===== src/rtl/mvst_pkg.sv =====
package mvst_pkg;
    typedef enum logic [1:0] {
        OP_LOAD  = 2'b00,
        OP_STORE = 2'b01,
        OP_TEST  = 2'b10,
        OP_NOP   = 2'b11
    } op_e;

    typedef enum logic [1:0] {
        ST_IDLE,
        ST_REQ,
        ST_RSP,
        ST_DONE
    } state_e;
endpackage


===== src/rtl/mvst_sign_gather.sv =====
// Collects one sign bit per 32-bit slot; in wide mode both slots of a
// 64-bit element carry that element's top bit.
module mvst_sign_gather #(
    parameter int VEC_W  = 256,
    parameter int SLOT_W = 32,
    localparam int SLOTS = VEC_W / SLOT_W
) (
    input  logic [VEC_W-1:0] vec,
    input  logic             wide,
    output logic [SLOTS-1:0] sgn
);
    localparam int PAIR_W = 2 * SLOT_W;

    for (genvar i = 0; i < SLOTS; i++) begin : g_slot
        assign sgn[i] = wide ? vec[PAIR_W*(i/2) + PAIR_W - 1]
                             : vec[SLOT_W*i + SLOT_W - 1];
    end
endmodule


===== src/rtl/mvst_lane_expand.sv =====
// Spreads each slot select over its bytes and its bits.
module mvst_lane_expand #(
    parameter int SLOTS  = 8,
    parameter int SLOT_W = 32,
    localparam int SLOT_B = SLOT_W / 8
) (
    input  logic [SLOTS-1:0]        sel,
    output logic [SLOTS*SLOT_B-1:0] strb,
    output logic [SLOTS*SLOT_W-1:0] bitmask
);
    for (genvar i = 0; i < SLOTS; i++) begin : g_lane
        assign strb[i*SLOT_B +: SLOT_B]    = {SLOT_B{sel[i]}};
        assign bitmask[i*SLOT_W +: SLOT_W] = {SLOT_W{sel[i]}};
    end
endmodule


===== src/rtl/mvst_unit.sv =====
module mvst_unit
    import mvst_pkg::*;
#(
    parameter int VEC_W  = 256,
    parameter int ADDR_W = 16
) (
    input  logic              clk,
    input  logic              rst_n,
    input  logic              start,
    input  logic [1:0]        op_sel,
    input  logic              elem64,
    input  logic [VEC_W-1:0]  vec_a,
    input  logic [VEC_W-1:0]  vec_m,
    input  logic [ADDR_W-1:0] addr,
    output logic              busy,
    output logic              done,
    output logic [VEC_W-1:0]  load_data,
    output logic              flag_zf,
    output logic              flag_cf,
    output logic              mem_req_valid,
    input  logic              mem_req_ready,
    output logic              mem_req_write,
    output logic [ADDR_W-1:0] mem_req_addr,
    output logic [VEC_W/8-1:0] mem_req_strb,
    output logic [VEC_W-1:0]  mem_req_wdata,
    input  logic              mem_rsp_valid,
    input  logic [VEC_W-1:0]  mem_rsp_data
);
    localparam int SLOT_W = 32;
    localparam int SLOTS  = VEC_W / SLOT_W;
    localparam int STRB_W = VEC_W / 8;

    state_e             state_q, state_d;
    op_e                op_in, op_q;
    logic [ADDR_W-1:0]  addr_q;
    logic [SLOTS-1:0]   sel_in, sgn_a, sel_q;
    logic [VEC_W-1:0]   wdata_q, load_q, lane_bits;
    logic [STRB_W-1:0]  lane_strb;
    logic               zf_q, cf_q;
    logic               issue, move_op;

    assign op_in   = op_e'(op_sel);
    assign issue   = (state_q == ST_IDLE) && start;
    assign move_op = (op_in == OP_LOAD) || (op_in == OP_STORE);

    mvst_sign_gather #(.VEC_W(VEC_W), .SLOT_W(SLOT_W)) u_mask_sgn (
        .vec(vec_m), .wide(elem64), .sgn(sel_in)
    );
    mvst_sign_gather #(.VEC_W(VEC_W), .SLOT_W(SLOT_W)) u_data_sgn (
        .vec(vec_a), .wide(elem64), .sgn(sgn_a)
    );
    mvst_lane_expand #(.SLOTS(SLOTS), .SLOT_W(SLOT_W)) u_expand (
        .sel(sel_q), .strb(lane_strb), .bitmask(lane_bits)
    );

    // next state
    always_comb begin
        state_d = state_q;
        unique case (state_q)
            ST_IDLE: if (start) state_d = (move_op && |sel_in) ? ST_REQ : ST_DONE;
            ST_REQ:  if (mem_req_ready) state_d = (op_q == OP_LOAD) ? ST_RSP : ST_DONE;
            ST_RSP:  if (mem_rsp_valid) state_d = ST_DONE;
            ST_DONE: state_d = ST_IDLE;
        endcase
    end

    always_ff @(posedge clk or negedge rst_n) begin
        if (!rst_n) state_q <= ST_IDLE;
        else        state_q <= state_d;
    end

    // operation context and results
    always_ff @(posedge clk or negedge rst_n) begin
        if (!rst_n) begin
            op_q    <= OP_NOP;
            addr_q  <= '0;
            sel_q   <= '0;
            wdata_q <= '0;
            load_q  <= '0;
            zf_q    <= 1'b0;
            cf_q    <= 1'b0;
        end else begin
            if (issue) begin
                op_q    <= op_in;
                addr_q  <= addr;
                sel_q   <= sel_in;
                wdata_q <= vec_a;
                if (op_in == OP_TEST) begin
                    zf_q <= ~|(sgn_a & sel_in);
                    cf_q <= ~|(~sgn_a & sel_in);
                end
                if (op_in == OP_LOAD && !(|sel_in)) load_q <= '0;
            end
            if (state_q == ST_RSP && mem_rsp_valid)
                load_q <= mem_rsp_data & lane_bits;
        end
    end

    // outputs
    always_comb begin
        busy          = (state_q != ST_IDLE);
        done          = (state_q == ST_DONE);
        mem_req_valid = (state_q == ST_REQ);
        mem_req_write = (op_q == OP_STORE);
        mem_req_addr  = addr_q;
        mem_req_strb  = lane_strb;
        mem_req_wdata = wdata_q;
        load_data     = load_q;
        flag_zf       = zf_q;
        flag_cf       = cf_q;
    end


    req_hold_chk: assert property (@(posedge clk) disable iff (!rst_n)
        (mem_req_valid && !mem_req_ready) |=> (mem_req_valid && $stable(mem_req_addr)
            && $stable(mem_req_strb) && $stable(mem_req_write)));

    no_empty_req_chk: assert property (@(posedge clk) disable iff (!rst_n)
        mem_req_valid |-> (mem_req_strb != '0));

    test_no_req_chk: assert property (@(posedge clk) disable iff (!rst_n)
        (issue && op_in == OP_TEST) |=> (done && !mem_req_valid));

    done_pulse_chk: assert property (@(posedge clk) disable iff (!rst_n)
        done |=> (!done && !busy));

    flag_hold_chk: assert property (@(posedge clk) disable iff (!rst_n)
        !(issue && op_in == OP_TEST) |=> $stable({flag_zf, flag_cf}));
    for (genvar g = 0; g < SLOTS; g++) begin : g_strb_chk

        strb_group_chk: assert property (@(posedge clk) disable iff (!rst_n)
            mem_req_valid |-> (mem_req_strb[g*4 +: 4] == 4'h0 || mem_req_strb[g*4 +: 4] == 4'hF));
    end
endmodule


===== config.mk =====
export PLATFORM = sky130hd
export DESIGN_NAME = mvst_unit
export DESIGN_NICKNAME = d
export VERILOG_FILES = /design/src/rtl/mvst_pkg.sv /design/src/rtl/mvst_sign_gather.sv /design/src/rtl/mvst_lane_expand.sv /design/src/rtl/mvst_unit.sv
export SDC_FILE = /design/constraint.sdc
export NUM_CORES = 1
export LEC_CHECK = 0
export ABC_AREA = 1
export BUFFER_PORTS_ARGS = -buffer_cell sky130_fd_sc_hd__buf_4
export CAP_MARGIN = 20
export CORE_AREA = 5 5 525 527
export CTS_CLUSTER_SIZE = 30
export DETAILED_ROUTE_END_ITERATION = 10
export DIE_AREA = 0 0 530 532
export GPL_ROUTABILITY_DRIVEN = 0
export SKIP_LAST_GASP = 1
export SLEW_MARGIN = 0
export SYNTH_ARGS = -nofsm -noshare
export SYNTH_HDL_FRONTEND = slang
export SYNTH_HIERARCHICAL = 1
export SYNTH_SLANG_ARGS = --single-unit

===== constraint.sdc =====
create_clock -name clk -period 4.32 [get_ports clk]
set_input_delay 0.648 -clock clk [delete_from_list [all_inputs] [get_ports clk]]
set_output_delay 0.648 -clock clk [all_outputs]
set_load 0.03 [all_outputs]

==> impl_metrics.ini, run 1 <==
[sta]
finalHoldViolCount = 0
setup_violations = 0
period_minus_slack_ps = 2767
max_freq_mhz = 361.4
fin_tns_setup_ps = 0
worstMarginPinSlew_ps = 970.3
grt_setup_unrepaired = false
hold-worst-slack_ps = 98.73
clock_skew_ps = 56.93
relSlewSlack_pct = 35.31
period_share_pct = 64.05
final-max-slew-violation-count = 0

[floorplan]
core-area_um2 = 270000
num_rows = 191
die-height_um = 532
die_x_um = 530
ios = 1358
die_area_um2 = 282000
start_util_pct = 9.147

[cts]
path_clk_slew_ps = 60
cts-root-buf = clkbuf_16
cts_tree = yes
h-tree-depth = 3
post_cts_buffers = 0
cts_sinks = 542
numCtsBuffers = 80
cts_buffer_depth = 4
worst_skew_pair.late_latency_ps = 780

[global_route]
antenna_found_initial = 251
grt_max_degree = 132
grt_pass1_wl_mm = 234.2
overflow = 0
first_global_vias = 23049
grt_use_total_pct = 12.66

[logic_synthesis]
yosysTopAreaCell = dfrtp_1
synth_area_leaders = dfrtp_1, nand2_1, buf_4
syn_avg_cell_area_um2 = 9.152
synth_top_area_share_pct = 54.70
postSynthCellCount = 2699
yosys_warnings = 6
syn_area_um2 = 24700
ys_seq_elements = 542
ys_seq_area_share_pct = 54.92
syn_nets = 3496
ys_types = 22

[cells_and_area]
utilization_pct = 14.97
final_area_um2 = 40420
num-fill-cells = 30595
layout.nets = 4541
most-common-layout-cells = nand2_1, buf_4, dfrtp_1, nand3_1, dlygate4sd3_1
final_common_cell = nand2_1
area_delta_synth_final_pct = 63.63
drive_above_1_share_pct = 38.41

[power]
internal_power_uw = 16820
power_frac_clock_pct = 21.6
p_comb_share_pct = 50.2
switchingPower_uw = 15760
pwr-share-seq_pct = 28.2
finalPower_uw = 32580
vdd_drop_max_v = 0.0003456
switching_share_pct = 48.38
leakagePower_uw = 0.02017
p_per_area_nw_per_um2 = 805.9

[route]
route.met3.wl_mm = 28.13
drcViolationCount = 0
wl_met1_mm = 60.05
wl_met2_mm = 86.82
drt-initial-drc-count = 1278
vias = 23177
ant_nets = 0
highest_layer = met5
avgRoutedWirePerCell_um = 24.93
wl_mm = 185.9
dr.pass1.iters = 4
routed_via_density = 3.109

[critical_path]
cp-start-kind = register
end_kind = register
cp_max_fo = 120
required_ps = 5020
criticalPathCategory = reg2reg
crit_arrival_ps = 3460

[flow_run]
cap_violations = 0

[status]
outcome = completed

[placed_design]
port_buffers = 1109
place_area_um2 = 34980
hpwlAfterDp_mm = 154.7

[worst_hold_path]
worstHoldPathType = in2reg
## layout make-up
cell class                 count  area (um2)  area share, %
antenna                       84       210.2         0.5200
clock buffer                 111        2241          5.544
clock inverter                28       464.2          1.148
inverter                      23       101.3         0.2507
multi-input combinational   1692        7964          19.70
sequential                   542       13580          33.59
tap                         3570        4467          11.05
timing repair buffer        1405       11400          28.20
## state kept, by name (all words and copies together), names as in the netlist
name,cells
sel_q,8
flag_cf,1
state_q,2
flag_zf,1
op_q,2
mem_req_addr,16
mem_req_wdata,256
load_data,256
## power by group through the flow
| stage | clock, uW | combinational, uW | sequential, uW |
|---|---|---|---|
| final | 7040 | 16300 | 9190 |
| after global placement | 0 | 16600 | 9150 |
| after global routing | 7550 | 17300 | 9470 |
| after detailed placement | 0 | 16600 | 9200 |
| after CTS | 7400 | 16900 | 9180 |
| after floorplan | 0 | 5240 | 13600 |
## critical path: stages (launching register included)
cell     delay [ps]
dfrtp_1         420
inv_1           130
ha_1            220
nand2_4         340
inv_8           640
buf_12          360
nand3_1         300
nand2_1         140
## kinds of logic after synthesis
group           after synthesis  synth area share (%)
compound gates               17                0.3545
buf+inv                     465                 12.99
fa+ha+maj                     5                0.2533
simple gates               1670                 31.49
flops                       542                 54.92
## through the flow
stage          setup WS (ps)  cells
6_report                1553   7455
5_1_grt                 1290   7403
4_1_cts                 1387   7371
3_5_place_dp            1247   6980
3_3_place_gp            1270   6980
2_1_floorplan           2542   2699
## routing by layer
layer | vias up | global-route usage, %
met4 | 206 | 6.296
met1 | 10839 | 11.67
li1 | 10547 | -
met5 | - | 0
met3 | 451 | 8.965
met2 | 1134 | 20.91
## cells in the mapped netlist
master	number
nand2_1	1139
dfrtp_1	540
nand3_1	345
buf_4	313
nand3_2	170
buf_2	65
clkbuf_1	28
buf_6	26
inv_1	20
o21ai_0	15
nor2_1	11
buf_1	9
ha_1	5
inv_2	3
dfstp_2	2
nand2_2	2
a21oi_1	1
buf_8	1
nor2_2	1
nor3_1	1
nor3_2	1
o21a_1	1
## final timing paths
path                       slack, ps              start                 end  depth (start not counted)
hold reg to reg                  480  mem_req_wdata[30]   mem_req_wdata[30]                          2
setup reg to reg                1550         state_q[0]      load_data[167]                          7
setup / recovery                1550         state_q[0]      load_data[167]                          7
min in group asynchronous        470              rst_n       load_data[94]                          2
max in group asynchronous       2680              rst_n      load_data[235]                          3
hold / removal                   100         vec_a[149]  mem_req_wdata[149]                          3
## what timing repair did
item	CTS	global route
resized for setup	0	0
hold buffers	252	0
hold endpoints to repair	318	0
(Power assumes the default switching activity.)
==> run 2, diff against run 1 <==
==> constraint.sdc (replaced) <==
create_clock -name clk -period 2.4 [get_ports clk]
set_input_delay 0.36 -clock clk [delete_from_list [all_inputs] [get_ports clk]]
set_output_delay 0.36 -clock clk [all_outputs]
set_load 0.03 [all_outputs]
==> run 2 against run 1 <==
Against the previous run:
- via count rose by 6.0%
- worst setup slack got worse by 1400 ps
- critical path depth rose by 3
- sequential power rose by 81%
- routed wire length rose by 0.76%
- clock power rose by 76%
==> impl_metrics.ini, run 2 (same netlist as run 1, synthesis figures left out) <==
[status]
outcome = completed

[power]
vdd_drop_max_v = 0.0006851
p_per_area_nw_per_um2 = 1346
finalPower_uw = 59320
leakagePower_uw = 0.02172

[floorplan]
die_x_um = 530
num_rows = 191
ios = 1358
core-area_um2 = 270000
die-height_um = 532
die_area_um2 = 282000
start_util_pct = 9.147

[sta]
finalHoldViolCount = 0
worstMarginPinSlew_ps = 881.1
final-max-slew-violation-count = 0
fin_tns_setup_ps = 0
hold-worst-slack_ps = 102.6
period_minus_slack_ps = 2244
clock_skew_ps = 34.38
period_share_pct = 93.50
worst_slack_ps = 156.1
relSlewSlack_pct = 41.26
setup_violations = 0
max_freq_mhz = 445.6
grt_setup_unrepaired = false

[critical_path]
reg2reg_depth = 10
end_kind = register
cp_max_fo = 24
crit_arrival_ps = 2950
required_ps = 3110
cp-start-kind = register
criticalPathCategory = reg2reg

[route]
wl_mm = 187.3
vias = 24559
avgRoutedWirePerCell_um = 23.91
routed_via_density = 3.135
ant_nets = 0
drt-initial-drc-count = 1249
drcViolationCount = 0
dr.pass1.iters = 5

[worst_hold_path]
whs_path_depth = 5
worstHoldPathType = in2reg

[cts]
cts_tree = yes
h-tree-depth = 3
cts-root-buf = clkbuf_16
worst_skew_pair.late_latency_ps = 770
cts_buffer_depth = 4
path_clk_slew_ps = 70
cts_sinks = 542
numCtsBuffers = 79

[cells_and_area]
area_delta_synth_final_pct = 78.34
most-common-layout-cells = buf_4, nand2_1, dlygate4sd3_1, dfrtp_1, nand3_1
layout.nets = 4886
final_common_cell = buf_4
drive_above_1_share_pct = 36.74

[global_route]
grt_pass1_wl_mm = 239.3
first_global_vias = 25167
grt_max_degree = 136
grt_use_total_pct = 12.75
overflow = 0
antenna_found_initial = 246

[placed_design]
hpwlAfterDp_mm = 157.5
dp_slack_ps = 72.72
port_buffers = 1109

[flow_run]
cap_violations = 0
## run 2: cell count changes in the layout (fill, tap and decap cells not counted), moves of 2 or more
cell	before	now
bufinv_16	11	9
clkbuf_1	21	12
clkinvlp_4	2	4
diode_2	84	120
buf_4	1135	1172
buf_12	17	34
clkbuf_8	8	14
dlygate4sd3_1	252	542
## run 2: path summary, 6_finish.rpt
| check | start | end | slack (ps) |
|---|---|---|---|
| worst max-delay path | state_q[1] | mem_req_wdata[31] | 160 |
| worst min-delay path | vec_m[31] | sel_q[0] | 100 |
| worst max register to register | state_q[1] | mem_req_wdata[31] | 160 |
| worst min register to register | mem_req_wdata[255] | mem_req_wdata[255] | 480 |
| max in group asynchronous | rst_n | sel_q[6] | 1280 |
| min in group asynchronous | rst_n | mem_req_wdata[183] | 140 |
## run 2: routing by layer
metal,vias up,wire (um),global-route usage (%)
li1,11262,-,-
met1,11540,65620,13.06
met2,1159,85550,20.95
met3,434,23520,6.806
met4,164,11540,6.717
met5,-,1067,0
## run 2: worst max-delay path, stage by stage, from the launching register on
cell and delay, ps:
dfrtp_1 430, inv_1 130, ha_2 270, nand2_8 70, buf_12 160, inv_8 100, buf_12 160, buf_16 190
nand2_1 80, nand2_1 50, dlygate4sd3_1 530
## run 2: final cells by class
cell class / instances / area [um2]
multi-input cells: 1692 / 7966
diodes: 120 / 300.3
clock buffers: 107 / 2265
inverters: 23 / 101.3
flip-flops and latches: 542 / 13580
clock inverters: 28 / 407.9
fillers: 30184 / 226000
well taps: 3570 / 4467
repair buffers: 1751 / 14970
## run 2: where the power goes
group / total, uW / switching [uW] / internal [uW]
registers: 16600 / 3160 / 13400
logic: 30400 / 20400 / 9930
clock network: 12400 / 4790 / 7570
## run 2: repair_timing
action                     in CTS  in global routing
buffers inserted                0                  0
hold endpoints to repair      754                  0
setup endpoints to repair       0                 47
hold buffers                  542                  0
gates resized for setup         0                  2
## run 2: metrics by stage
| stage | utilization [%] | std cells | instance area (um2) |
|---|---|---|---|
| floorplan | - | 2699 | 24700 |
| global placement | 13.19 | 7035 | 35620 |
| detailed placement | 13.19 | 7035 | 35620 |
| CTS | 16.19 | 7712 | 43720 |
| global route | 16.25 | 7764 | 43880 |
| finish | 16.31 | 7833 | 44050 |
==> run 3, diff against run 2 <==
--- a/config.mk
+++ b/config.mk
@@ -8,14 +8,13 @@
 export ABC_AREA = 1
 export BUFFER_PORTS_ARGS = -buffer_cell sky130_fd_sc_hd__buf_4
 export CAP_MARGIN = 20
-export CORE_AREA = 5 5 525 527
+export CORE_AREA = 5 5 522 524
 export CTS_CLUSTER_SIZE = 30
 export DETAILED_ROUTE_END_ITERATION = 10
-export DIE_AREA = 0 0 530 532
+export DIE_AREA = 0 0 527 529
 export GPL_ROUTABILITY_DRIVEN = 0
 export SKIP_LAST_GASP = 1
 export SLEW_MARGIN = 0
 export SYNTH_ARGS = -nofsm -noshare
 export SYNTH_HDL_FRONTEND = slang
-export SYNTH_HIERARCHICAL = 1
 export SYNTH_SLANG_ARGS = --single-unit
==> run 3 against run 2 <==
Against the previous run:
- power is 7.2% lower
- via count is 3.1% lower
- critical path type is now reg2out
- core utilization is 0.38 points lower
- sequential power is 2% lower
- final area is 3.4% lower
- sequential cell count stayed put
- combinational power is 10% lower
- sequential share of layout area is 1.1 points higher
- routed wire length is 16% lower
- synthesized cell count is 9.3% lower
- count of clock-buffer cells in the layout is 19 lower
==> impl_metrics.ini, run 3 <==
[global_route]
first_global_vias = 24287
grt_max_degree = 150
grt_use_total_pct = 10.79
overflow = 0
grt_pass1_wl_mm = 206.6
antenna_found_initial = 188

[floorplan]
start_util_pct = 8.145
die_area_um2 = 278800
core-area_um2 = 267000
die_x_um = 527
die-height_um = 529
ios = 1358
num_rows = 190

[cells_and_area]
final_common_cell = buf_4
num-fill-cells = 29833
area_delta_synth_final_pct = 95.65
layout.nets = 4847
most-common-layout-cells = buf_4, nand2_1, dfrtp_1, dlygate4sd3_1, nand3_1
drive_above_1_share_pct = 32.55

[route]
drcViolationCount = 0
avgRoutedWirePerCell_um = 20.50
wl_mm = 158.0
ant_nets = 0
vias = 23786
routed_via_density = 3.085
dr.pass1.iters = 7
drt-initial-drc-count = 1122

[power]
vdd_drop_max_v = 0.0008744
leakagePower_uw = 0.02127
p_per_area_nw_per_um2 = 1295

[sta]
period_share_pct = 94.62
final-max-slew-violation-count = 0
setup_violations = 0
relSlewSlack_pct = 37.07
grt_setup_unrepaired = false
fin_tns_setup_ps = 0
period_minus_slack_ps = 2271
finalHoldViolCount = 0
max_freq_mhz = 440.4
clock_skew_ps = 46.26
worst_slack_ps = 129.2
worstMarginPinSlew_ps = 943.9

[critical_path]
cp_max_fo = 23
crit_buf_inv = 1
end_kind = primary output
cp-start-kind = register
path_delay_family = flip-flops
crit_arrival_ps = 1910
crit_slowest_cell = dfrtp_2
criticalPathCategory = reg2out
max_stage_delay_ps = 890
cp_cell_sequence = buf_4
required_ps = 2040

[cts]
worst_skew_pair.late_latency_ps = 720
cts-root-buf = clkbuf_16
cts_buffer_depth = 3
numCtsBuffers = 73
path_clk_slew_ps = 50
post_cts_buffers = 0
cts_tree = yes
h-tree-depth = 3
cts_sinks = 542

[flow_run]
cap_violations = 0

[status]
outcome = completed

[logic_synthesis]
synth_common_cells = nand2_1, dfrtp_1, nand3_1, clkbuf_1, buf_6
synth_top_area_share_pct = 62.14
ys_types = 28
ys_seq_elements = 542
synth_enable_flop_cells = 0
yosysTopAreaCell = dfrtp_1
syn_area_um2 = 21740
syn_nets = 3245
syn_avg_cell_area_um2 = 8.883
async_reset_ff_share_pct = 100.0
ys_seq_area_share_pct = 62.39
yosys_warnings = 0
synth_area_leaders = dfrtp_1, nand2_1, nand3_1
synth_ff_type = dfrtp_1
postSynthCellCount = 2448
yosysMostFrequentCell = nand2_1

[placed_design]
port_buffers = 1109
hpwlAfterDp_mm = 128.5
dp_slack_ps = 76.91

[worst_hold_path]
worstHoldPathType = in2reg
## run 3: layout make-up
class / count / area (um2) / share of cell area (%)
Sequential cell: 542 / 13570 / 31.90
Clock inverter: 39 / 573.1 / 1.347
Timing Repair Buffer: 1724 / 14680 / 34.50
Multi-Input combinational cell: 1682 / 7064 / 16.60
Clock buffer: 88 / 1953 / 4.591
Inverter: 27 / 118.9 / 0.2794
Antenna cell: 55 / 137.6 / 0.3235
Tap cell: 3552 / 4444 / 10.45
## run 3: metrics by stage
stage               utilization (%)  total power, uW  hold WS [ps]  std cells  instance area [um2]
floorplan                         -            29840         64.41       2448                21740
global placement              12.93            42890         271.6       6995                34530
detailed placement            12.93            43100         270.7       6995                34530
CTS                           15.87            56180         4.116       7653                42370
global route                  15.91            58180         10.29       7678                42470
finish                        15.94            55080         60.62       7709                42540
## run 3: metal layers
layer / vias to the layer above / track usage [%] / share of wire (%) / wire length, um
met4: 166 / 4.558 / 4.7 / 7366
met1: 11108 / 12.08 / 38 / 60480
met3: 341 / 6.038 / 13 / 19780
li1: 11056 / - / - / -
met2: 1115 / 16.84 / 44 / 69370
met5: - / 0 / 0.64 / 1018
## run 3: cells by family after synthesis
group / after synthesis / synth area share (%)
flops: 542 / 62.39
compound gates: 22 / 0.5409
buf+inv: 224 / 5.288
simple gates: 1655 / 31.50
fa+ha+maj: 5 / 0.2877
## run 3: worst min-delay path, stage by stage
cell,delay [ps]
buf_4,110
nand3_1,140
nand2_1,70
## run 3: what timing repair did
action                                 in CTS  in global routing
resized for setup                           0                  2
endpoints found under the hold margin     775                  0
setup endpoints to repair                   0                  2
hold buffers                              531                  0
## run 3: power breakdown
group	internal [uW]	total [uW]	switching, uW
clock network	6770	11700	4880
logic	9080	27300	18200
registers	13200	16200	2930
## run 3: path summary, 6_finish.rpt
path,cells past startpoint,slack [ps],from,to
setup / recovery,1,130,sel_q[5],mem_req_strb[20]
hold / removal,3,60,mem_rsp_data[62],load_data[62]
setup reg to reg,8,180,state_q[0],sel_q[2]
hold reg to reg,2,480,mem_req_wdata[184],mem_req_wdata[184]
max in group asynchronous,3,1360,rst_n,mem_req_wdata[231]
min in group asynchronous,2,110,rst_n,mem_req_wdata[48]
